[config.mk]
export PLATFORM = sky130hd
export DESIGN_NAME = tmr_cmpout
export DESIGN_NICKNAME = d
export VERILOG_FILES = /design/src/rtl/tmr_pkg.sv /design/src/rtl/tmr_prescaler.sv /design/src/rtl/tmr_counter.sv /design/src/rtl/tmr_cmp_chan.sv /design/src/rtl/tmr_cmpout.sv
export SDC_FILE = /design/constraint.sdc
export NUM_CORES = 1
export LEC_CHECK = 0
export ABC_AREA = 1
export BUFFER_PORTS_ARGS = -buffer_cell sky130_fd_sc_hd__buf_2
export CORE_MARGIN = 2
export CORE_UTILIZATION = 52
export CTS_CLUSTER_DIAMETER = 150
export DETAILED_ROUTE_END_ITERATION = 6
export GPL_TIMING_DRIVEN = 0
export PLACE_DENSITY_LB_ADDON = 0.25
export RECOVER_POWER = 50
export SYNTH_ARGS = -nofsm -noshare
export SYNTH_HDL_FRONTEND = slang
export SYNTH_SLANG_ARGS = --single-unit
[constraint.sdc]
create_clock -name clk -period 2.4 [get_ports clk]
set_input_delay 0.72 -clock clk [delete_from_list [all_inputs] [get_ports clk]]
set_output_delay 0.72 -clock clk [all_outputs]
set_load 0.005 [all_outputs]
[src/rtl/tmr_pkg.sv]
package tmr_pkg;

   typedef enum logic [1:0] {
      WG_FREE     = 2'b00,
      WG_FREE_ALT = 2'b01,
      WG_CLR_CMP  = 2'b10,
      WG_FPWM     = 2'b11
   } wave_mode_e;

   typedef enum logic [1:0] {
      ACT_OFF    = 2'b00,
      ACT_TOGGLE = 2'b01,
      ACT_CLEAR  = 2'b10,
      ACT_SET    = 2'b11
   } cmp_act_e;

   localparam logic [2:0] RA_CTRL  = 3'd0;
   localparam logic [2:0] RA_CSEL  = 3'd1;
   localparam logic [2:0] RA_COUNT = 3'd2;
   localparam logic [2:0] RA_CMPA  = 3'd3;
   localparam logic [2:0] RA_CMPB  = 3'd4;
   localparam logic [2:0] RA_FLAG  = 3'd5;

   localparam int unsigned NUM_CH = 2;

   // log2 of the division ratio for a clock select code
   function automatic int unsigned div_shift(input logic [2:0] sel);
      case (sel)
         3'd2:    return 3;
         3'd3:    return 6;
         3'd4:    return 8;
         3'd5:    return 10;
         default: return 0;
      endcase
   endfunction

   function automatic logic sel_runs(input logic [2:0] sel);
      return (sel >= 3'd1) && (sel <= 3'd5);
   endfunction

endpackage

[src/rtl/tmr_prescaler.sv]
module tmr_prescaler
   import tmr_pkg::*;
#(
   parameter int unsigned PSC_W = 10
) (
   input  logic       clk,
   input  logic       rst_n,
   input  logic [2:0] sel,
   input  logic       restart,
   output logic       tick
);

   logic [PSC_W-1:0] psc_q;
   logic [PSC_W-1:0] mask;
   logic             run;

   always_comb begin
      mask = PSC_W'((32'd1 << div_shift(sel)) - 32'd1);
      run  = sel_runs(sel);
   end

   always_ff @(posedge clk or negedge rst_n) begin
      if (!rst_n)                psc_q <= '0;
      else if (restart || !run)  psc_q <= '0;
      else                       psc_q <= psc_q + 1'b1;
   end

   assign tick = run && ((psc_q & mask) == mask);

endmodule

[src/rtl/tmr_counter.sv]
module tmr_counter
   import tmr_pkg::*;
#(
   parameter int unsigned CNT_W = 8
) (
   input  logic             clk,
   input  logic             rst_n,
   input  logic             tick,
   input  wave_mode_e       wmode,
   input  logic [CNT_W-1:0] ceil_cmp,
   input  logic             load,
   input  logic [CNT_W-1:0] load_val,
   output logic [CNT_W-1:0] count,
   output logic             at_top
);

   logic [CNT_W-1:0] top;
   logic [CNT_W-1:0] cnt_q;

   always_comb begin
      case (wmode)
         WG_CLR_CMP: top = ceil_cmp;
         default:    top = '1;
      endcase
   end

   assign at_top = (cnt_q == top);

   always_ff @(posedge clk or negedge rst_n) begin
      if (!rst_n)     cnt_q <= '0;
      else if (load)  cnt_q <= load_val;
      else if (tick)  cnt_q <= at_top ? '0 : cnt_q + 1'b1;
   end

   assign count = cnt_q;

endmodule

[src/rtl/tmr_cmp_chan.sv]
module tmr_cmp_chan
   import tmr_pkg::*;
#(
   parameter int unsigned CNT_W = 8
) (
   input  logic             clk,
   input  logic             rst_n,
   input  logic             tick,
   input  logic             at_top,
   input  logic [CNT_W-1:0] count,
   input  wave_mode_e       wmode,
   input  cmp_act_e         act,
   input  logic             cmp_wr,
   input  logic [CNT_W-1:0] cmp_wdata,
   input  logic             flag_clr,
   output logic [CNT_W-1:0] cmp_buf,
   output logic [CNT_W-1:0] cmp_act,
   output logic             flag,
   output logic             wave,
   output logic             ovr
);

   logic             is_pwm;
   logic             hit;
   logic             wrap;
   logic [CNT_W-1:0] buf_q;
   logic [CNT_W-1:0] act_q;
   logic             flag_q;
   logic             wave_q;
   logic             wave_d;

   assign is_pwm = (wmode == WG_FPWM);
   assign hit    = tick && (count == act_q);
   assign wrap   = tick && at_top;

   always_ff @(posedge clk or negedge rst_n) begin
      if (!rst_n) begin
         buf_q <= '0;
         act_q <= '0;
      end else begin
         if (cmp_wr) buf_q <= cmp_wdata;
         if (cmp_wr && !is_pwm)   act_q <= cmp_wdata;
         else if (is_pwm && wrap) act_q <= buf_q;
      end
   end

   always_ff @(posedge clk or negedge rst_n) begin
      if (!rst_n)        flag_q <= 1'b0;
      else if (hit)      flag_q <= 1'b1;
      else if (flag_clr) flag_q <= 1'b0;
   end

   always_comb begin
      wave_d = wave_q;
      if (is_pwm) begin
         if (hit) begin
            case (act)
               ACT_CLEAR: wave_d = 1'b0;
               ACT_SET:   wave_d = 1'b1;
               default:   wave_d = wave_q;
            endcase
         end
         if (wrap) begin
            case (act)
               ACT_CLEAR: wave_d = 1'b1;
               ACT_SET:   wave_d = 1'b0;
               default:   wave_d = wave_d;
            endcase
         end
      end else if (hit) begin
         case (act)
            ACT_TOGGLE: wave_d = ~wave_q;
            ACT_CLEAR:  wave_d = 1'b0;
            ACT_SET:    wave_d = 1'b1;
            default:    wave_d = wave_q;
         endcase
      end
   end

   always_ff @(posedge clk or negedge rst_n) begin
      if (!rst_n) wave_q <= 1'b0;
      else        wave_q <= wave_d;
   end

   assign ovr     = is_pwm ? act[1] : (act != ACT_OFF);
   assign cmp_buf = buf_q;
   assign cmp_act = act_q;
   assign flag    = flag_q;
   assign wave    = wave_q;

endmodule

[src/rtl/tmr_cmpout.sv]
module tmr_cmpout
   import tmr_pkg::*;
#(
   parameter int unsigned CNT_W = 8,
   parameter int unsigned PSC_W = 10
) (
   input  logic             clk,
   input  logic             rst_n,
   input  logic             bus_wr,
   input  logic [2:0]       bus_addr,
   input  logic [CNT_W-1:0] bus_wdata,
   output logic [CNT_W-1:0] bus_rdata,
   input  logic [1:0]       gp_val,
   input  logic [1:0]       gp_dir,
   output logic [1:0]       pad_out,
   output logic [1:0]       pad_oe,
   output logic [1:0]       match_flag
);

   if (CNT_W < 8 || CNT_W > 16) begin : g_cnt_w_chk
      $error("tmr_cmpout: CNT_W must lie in 8..16");
   end
   if (PSC_W < 10 || PSC_W > 16) begin : g_psc_w_chk
      $error("tmr_cmpout: PSC_W must lie in 10..16");
   end

   logic [3:0]       act_fields_q;
   logic [1:0]       wmode_q;
   logic [2:0]       csel_q;
   wave_mode_e       wmode;
   logic             cnt_tick;
   logic             cnt_top;
   logic [CNT_W-1:0] cnt_val;
   logic             wr_ctrl, wr_csel, wr_count, wr_flag;

   logic [NUM_CH-1:0]            ch_wr;
   logic [NUM_CH-1:0]            ch_clr;
   logic [NUM_CH-1:0]            flags;
   logic [NUM_CH-1:0]            wave;
   logic [NUM_CH-1:0]            ovr;
   logic [NUM_CH-1:0][1:0]       act_code;
   logic [NUM_CH-1:0][CNT_W-1:0] cmp_buf;
   logic [NUM_CH-1:0][CNT_W-1:0] cmp_act;

   assign wr_ctrl  = bus_wr && (bus_addr == RA_CTRL);
   assign wr_csel  = bus_wr && (bus_addr == RA_CSEL);
   assign wr_count = bus_wr && (bus_addr == RA_COUNT);
   assign wr_flag  = bus_wr && (bus_addr == RA_FLAG);

   always_ff @(posedge clk or negedge rst_n) begin
      if (!rst_n) begin
         act_fields_q <= '0;
         wmode_q      <= '0;
         csel_q       <= '0;
      end else begin
         if (wr_ctrl) begin
            act_fields_q <= bus_wdata[7:4];
            wmode_q      <= bus_wdata[1:0];
         end
         if (wr_csel) csel_q <= bus_wdata[2:0];
      end
   end

   assign wmode       = wave_mode_e'(wmode_q);
   assign act_code[0] = act_fields_q[3:2];
   assign act_code[1] = act_fields_q[1:0];

   tmr_prescaler #(.PSC_W(PSC_W)) u_psc (
      .clk     (clk),
      .rst_n   (rst_n),
      .sel     (csel_q),
      .restart (wr_csel),
      .tick    (cnt_tick)
   );

   tmr_counter #(.CNT_W(CNT_W)) u_cnt (
      .clk      (clk),
      .rst_n    (rst_n),
      .tick     (cnt_tick),
      .wmode    (wmode),
      .ceil_cmp (cmp_act[0]),
      .load     (wr_count),
      .load_val (bus_wdata),
      .count    (cnt_val),
      .at_top   (cnt_top)
   );

   for (genvar c = 0; c < NUM_CH; c++) begin : g_ch
      assign ch_wr[c]  = bus_wr && (bus_addr == RA_CMPA + 3'(c));
      assign ch_clr[c] = wr_flag && bus_wdata[c];

      tmr_cmp_chan #(.CNT_W(CNT_W)) u_chan (
         .clk       (clk),
         .rst_n     (rst_n),
         .tick      (cnt_tick),
         .at_top    (cnt_top),
         .count     (cnt_val),
         .wmode     (wmode),
         .act       (cmp_act_e'(act_code[c])),
         .cmp_wr    (ch_wr[c]),
         .cmp_wdata (bus_wdata),
         .flag_clr  (ch_clr[c]),
         .cmp_buf   (cmp_buf[c]),
         .cmp_act   (cmp_act[c]),
         .flag      (flags[c]),
         .wave      (wave[c]),
         .ovr       (ovr[c])
      );

      assign pad_out[c] = ovr[c] ? wave[c] : gp_val[c];
      assign pad_oe[c]  = gp_dir[c];
   end

   always_comb begin
      case (bus_addr)
         RA_CTRL:  bus_rdata = CNT_W'({act_fields_q, 2'b00, wmode_q});
         RA_CSEL:  bus_rdata = CNT_W'(csel_q);
         RA_COUNT: bus_rdata = cnt_val;
         RA_CMPA:  bus_rdata = cmp_buf[0];
         RA_CMPB:  bus_rdata = cmp_buf[1];
         RA_FLAG:  bus_rdata = CNT_W'(flags);
         default:  bus_rdata = '0;
      endcase
   end

   assign match_flag = flags;

endmodule

==> flow_summary.ini <==
[synth]
synth_top_family_by_area = simple AND/OR/NAND/NOR gates
synth-adder-area-share = 0.00974
avgSynthCellArea_um2 = 7.37
yosys.area.top_type_share = 0.409
synth.distinct_cells = 38
synth_edf_count = 0
syn_area_mm2 = 0.00385
ys_warn_count = 0
syn_nets = 544
synth_top_cell_by_area = dfrtp_1
synthArstFlopShare = 1.00
yosys-top-cells-area = dfrtp_1, nand2_1, inv_1, o21ai_0, nor2_1
synth_xor_xnor_area_share = 0.0295
ys_ff_latch = 63
synth_simple_gate_area_frac = 0.340
syn_inst = 523
synth_mux_area_frac = 0.00584
synth_top_flop_cell = dfrtp_1
yosysSeqAreaShare = 0.409
synth-compound-area-share = 0.124

[timing]
fin_hold_ws_ps = 494
period_minus_slack_ps = 2450
fmax_mhz = 408
finalCritPeriodShare = 1.02
tightest_slew_ps = 1610
timing.final.setup_violations = 3
relSlewSlack = -0.0716
rsz0062_at_grt = yes
setup_tns_ps = -59.3
hold_violations = 0
fin_skew_ps = 13.0
slew_violations = 64
setup_ws_ps = -50.3

[floorplanning]
die_area_mm2 = 0.00812
initial_core_util = 0.534
io_pins = 32
die_h_um = 90.1
fp-row-count = 31
core_area_mm2 = 0.00721
chipWidth_um = 90.1

[placement]
dpl.hpwl_um = 7310
io_buffers = 29
gp_congestion = 0.924

[route]
ant_nets = 0
routed_wirelength_um = 10900
dr.pass1.iters = 5
vias = 3794
drtIter0Drc = 328
wl_per_cell_um = 15.9
drc = 0
post_drt_via_cell_ratio = 5.51

[clock_network]
clockBufferDepth = 2
htree_levels = 3
cts_sinks = 63
cts_root_buf = clkbuf_8
path_clk_slew_ps = 70
cts_tree = done
cts_buffers = 9
clk_latency_ps = 360
holdBufCountCts = 0

[final_layout]
nets = 606
syn2layout_area_growth_pct = 24.1
drive_above_1_share = 0.234
antenna_cells = 0
final_util = 0.663
fillCellCount = 622

[worst_setup_path]
max_stage_delay_ps = 210
crit_slowest_cell = a221oi_2
r2r-end = g_ch[0].u_chan.cmp_act[1]
path_cells = buf_6 > inv_2 > nor3_4 > nand2_1 > o21ai_1 > a221oi_2 > o221ai_1 > buf_2
startpoint = bus_addr[2]
r2r_cells = 15
critical_path_required_ps = 1680
path_buf_inv = 3
r2r_start = csel_q[2]
worstSetupEndpointType = output port
crit_arrival_ps = 1730
startpoint_type = input pin
r2r_slack_ps = 0
cpLargestDelayFamily = compound AO/OA/AOI/OAI gates
critPathKind = in -> out
path_max_fanout = 4

[outcome]
run_status = complete, but fails checks
violations = capacitance limit, slew limit, setup timing

[power_and_ir_drop]
total_power_mw = 4.04
p_per_area_mw_per_mm2 = 845
vdd_drop_max_mv = 0.692
leakagePower_nw = 2.38

[worst_hold_path]
min_path_cells = 2
holdPathEnd = g_ch[1].u_chan.cmp_buf[3]
hp-start = g_ch[1].u_chan.cmp_buf[3]
worstHoldPathType = reg -> reg

[global_route]
grt_pass1_wl_um = 17400
grt_max_degree = 64
grt_overflow_total = 0
grtUsageTotal = 0.272
first_global_vias = 3465
grt_antenna_before_repair = 0

[flow_run]
maxCapViolations = 1
metrics by stage:
step,instances,setup WS (ps),cell area [um^2]
after floorplan,523,269,3850
after global placement,651,-423,4120
after detailed placement,651,-428,4130
after CTS,680,0.655,4540
after global routing,689,-131,4780
final,689,-50.3,4780
metal layers:
metal	track usage	up-vias	part of all wire
li1	-	1819	-
met4	0.113	0	0.028
met2	0.434	137	0.47
met3	0.0511	26	0.062
met1	0.367	1812	0.44
met5	0	-	0
synth_stat cells, types with 4 or more instances:
cell type	number
o21ai_0	35
dfrtp_1	63
o221ai_1	11
inv_1	57
nor3b_1	4
buf_4	4
nor3_1	7
xor2_1	9
xnor2_1	4
nand2_1	173
inv_2	7
nand3_1	32
nor2_1	45
o2111ai_1	5
a21oi_1	12
nand4_1	4
nor2_2	6
worst max-delay path by stage:
stage / end / depth (start not counted)
2_1_floorplan: g_ch[1].u_chan.cmp_act[0] / 16
3_3_place_gp: g_ch[1].u_chan.cmp_act[3] / 9
3_5_place_dp: g_ch[1].u_chan.cmp_act[3] / 9
4_1_cts: g_ch[1].u_chan.cmp_act[5] / 17
5_1_grt: flop / 16
6_report: bus_rdata[1] / 8
layout make-up:
cell class                      count  area, um^2  area share
Buffer                             11        67.6      0.0141
Clock buffer                       11         151      0.0317
Clock inverter                      5        80.1      0.0167
Inverter                           66         263      0.0549
Multi-Input combinational cell    383        2120       0.443
Sequential cell                    63        1580       0.330
Tap cell                           99         124      0.0259
Timing Repair Buffer               51         399      0.0834
cells in the final DEF, fill, tap and decap left out, drive strengths merged, types with 7 or more instances in the layout:
master  count
nand2     178
dfrtp      63
inv        63
nor2       56
buf        55
o21ai      36
nand3      36
clkbuf     18
a21oi      12
o221ai     11
xor2        9
nor3        7
sequential cells by signal, summed over array words and instances, names as in the netlist, named ones only:
| register | count |
|---|---|
| g_ch.u_chan.flag | 2 |
| act_fields_q | 4 |
| u_cnt.count | 8 |
| g_ch.u_chan.cmp_act | 16 |
| u_psc.psc_q | 10 |
| wmode | 2 |
| g_ch.u_chan.cmp_buf | 16 |
| csel_q | 3 |
worst register-to-register path: cells and delay by family, from the launching register on:
family	cells	cell delay (ps)
AND/OR/NAND/NOR	10	1120
flip-flops	1	440
buffers and inverters	3	370
adder cells (fa/ha/maj)	1	270
AO/OA/AOI/OAI	1	110
logic make-up (layout without fill, tap and decap cells):
kind of cell,Yosys count,in the layout
simple gates,289,289
buf+inv,77,144
compound gates,75,75
flops,63,63
xor+xnor,13,13
fa+ha+maj,3,3
mux,2,2
other cells,1,1
power breakdown:
part           switching (mW)  leakage, nW  internal, mW  total, mW
Combinational           0.850         1.47         0.575       1.42
Clock                   0.457        0.112         0.640       1.10
Sequential              0.234        0.800          1.29       1.52
timing repair:
action,4_1_cts,5_1_grt
pin swaps,7,18
setup endpoints to repair,25,35
gates resized for setup,21,44
buffers inserted,13,9
No activity file was read; power rests on OpenSTA's default activity.
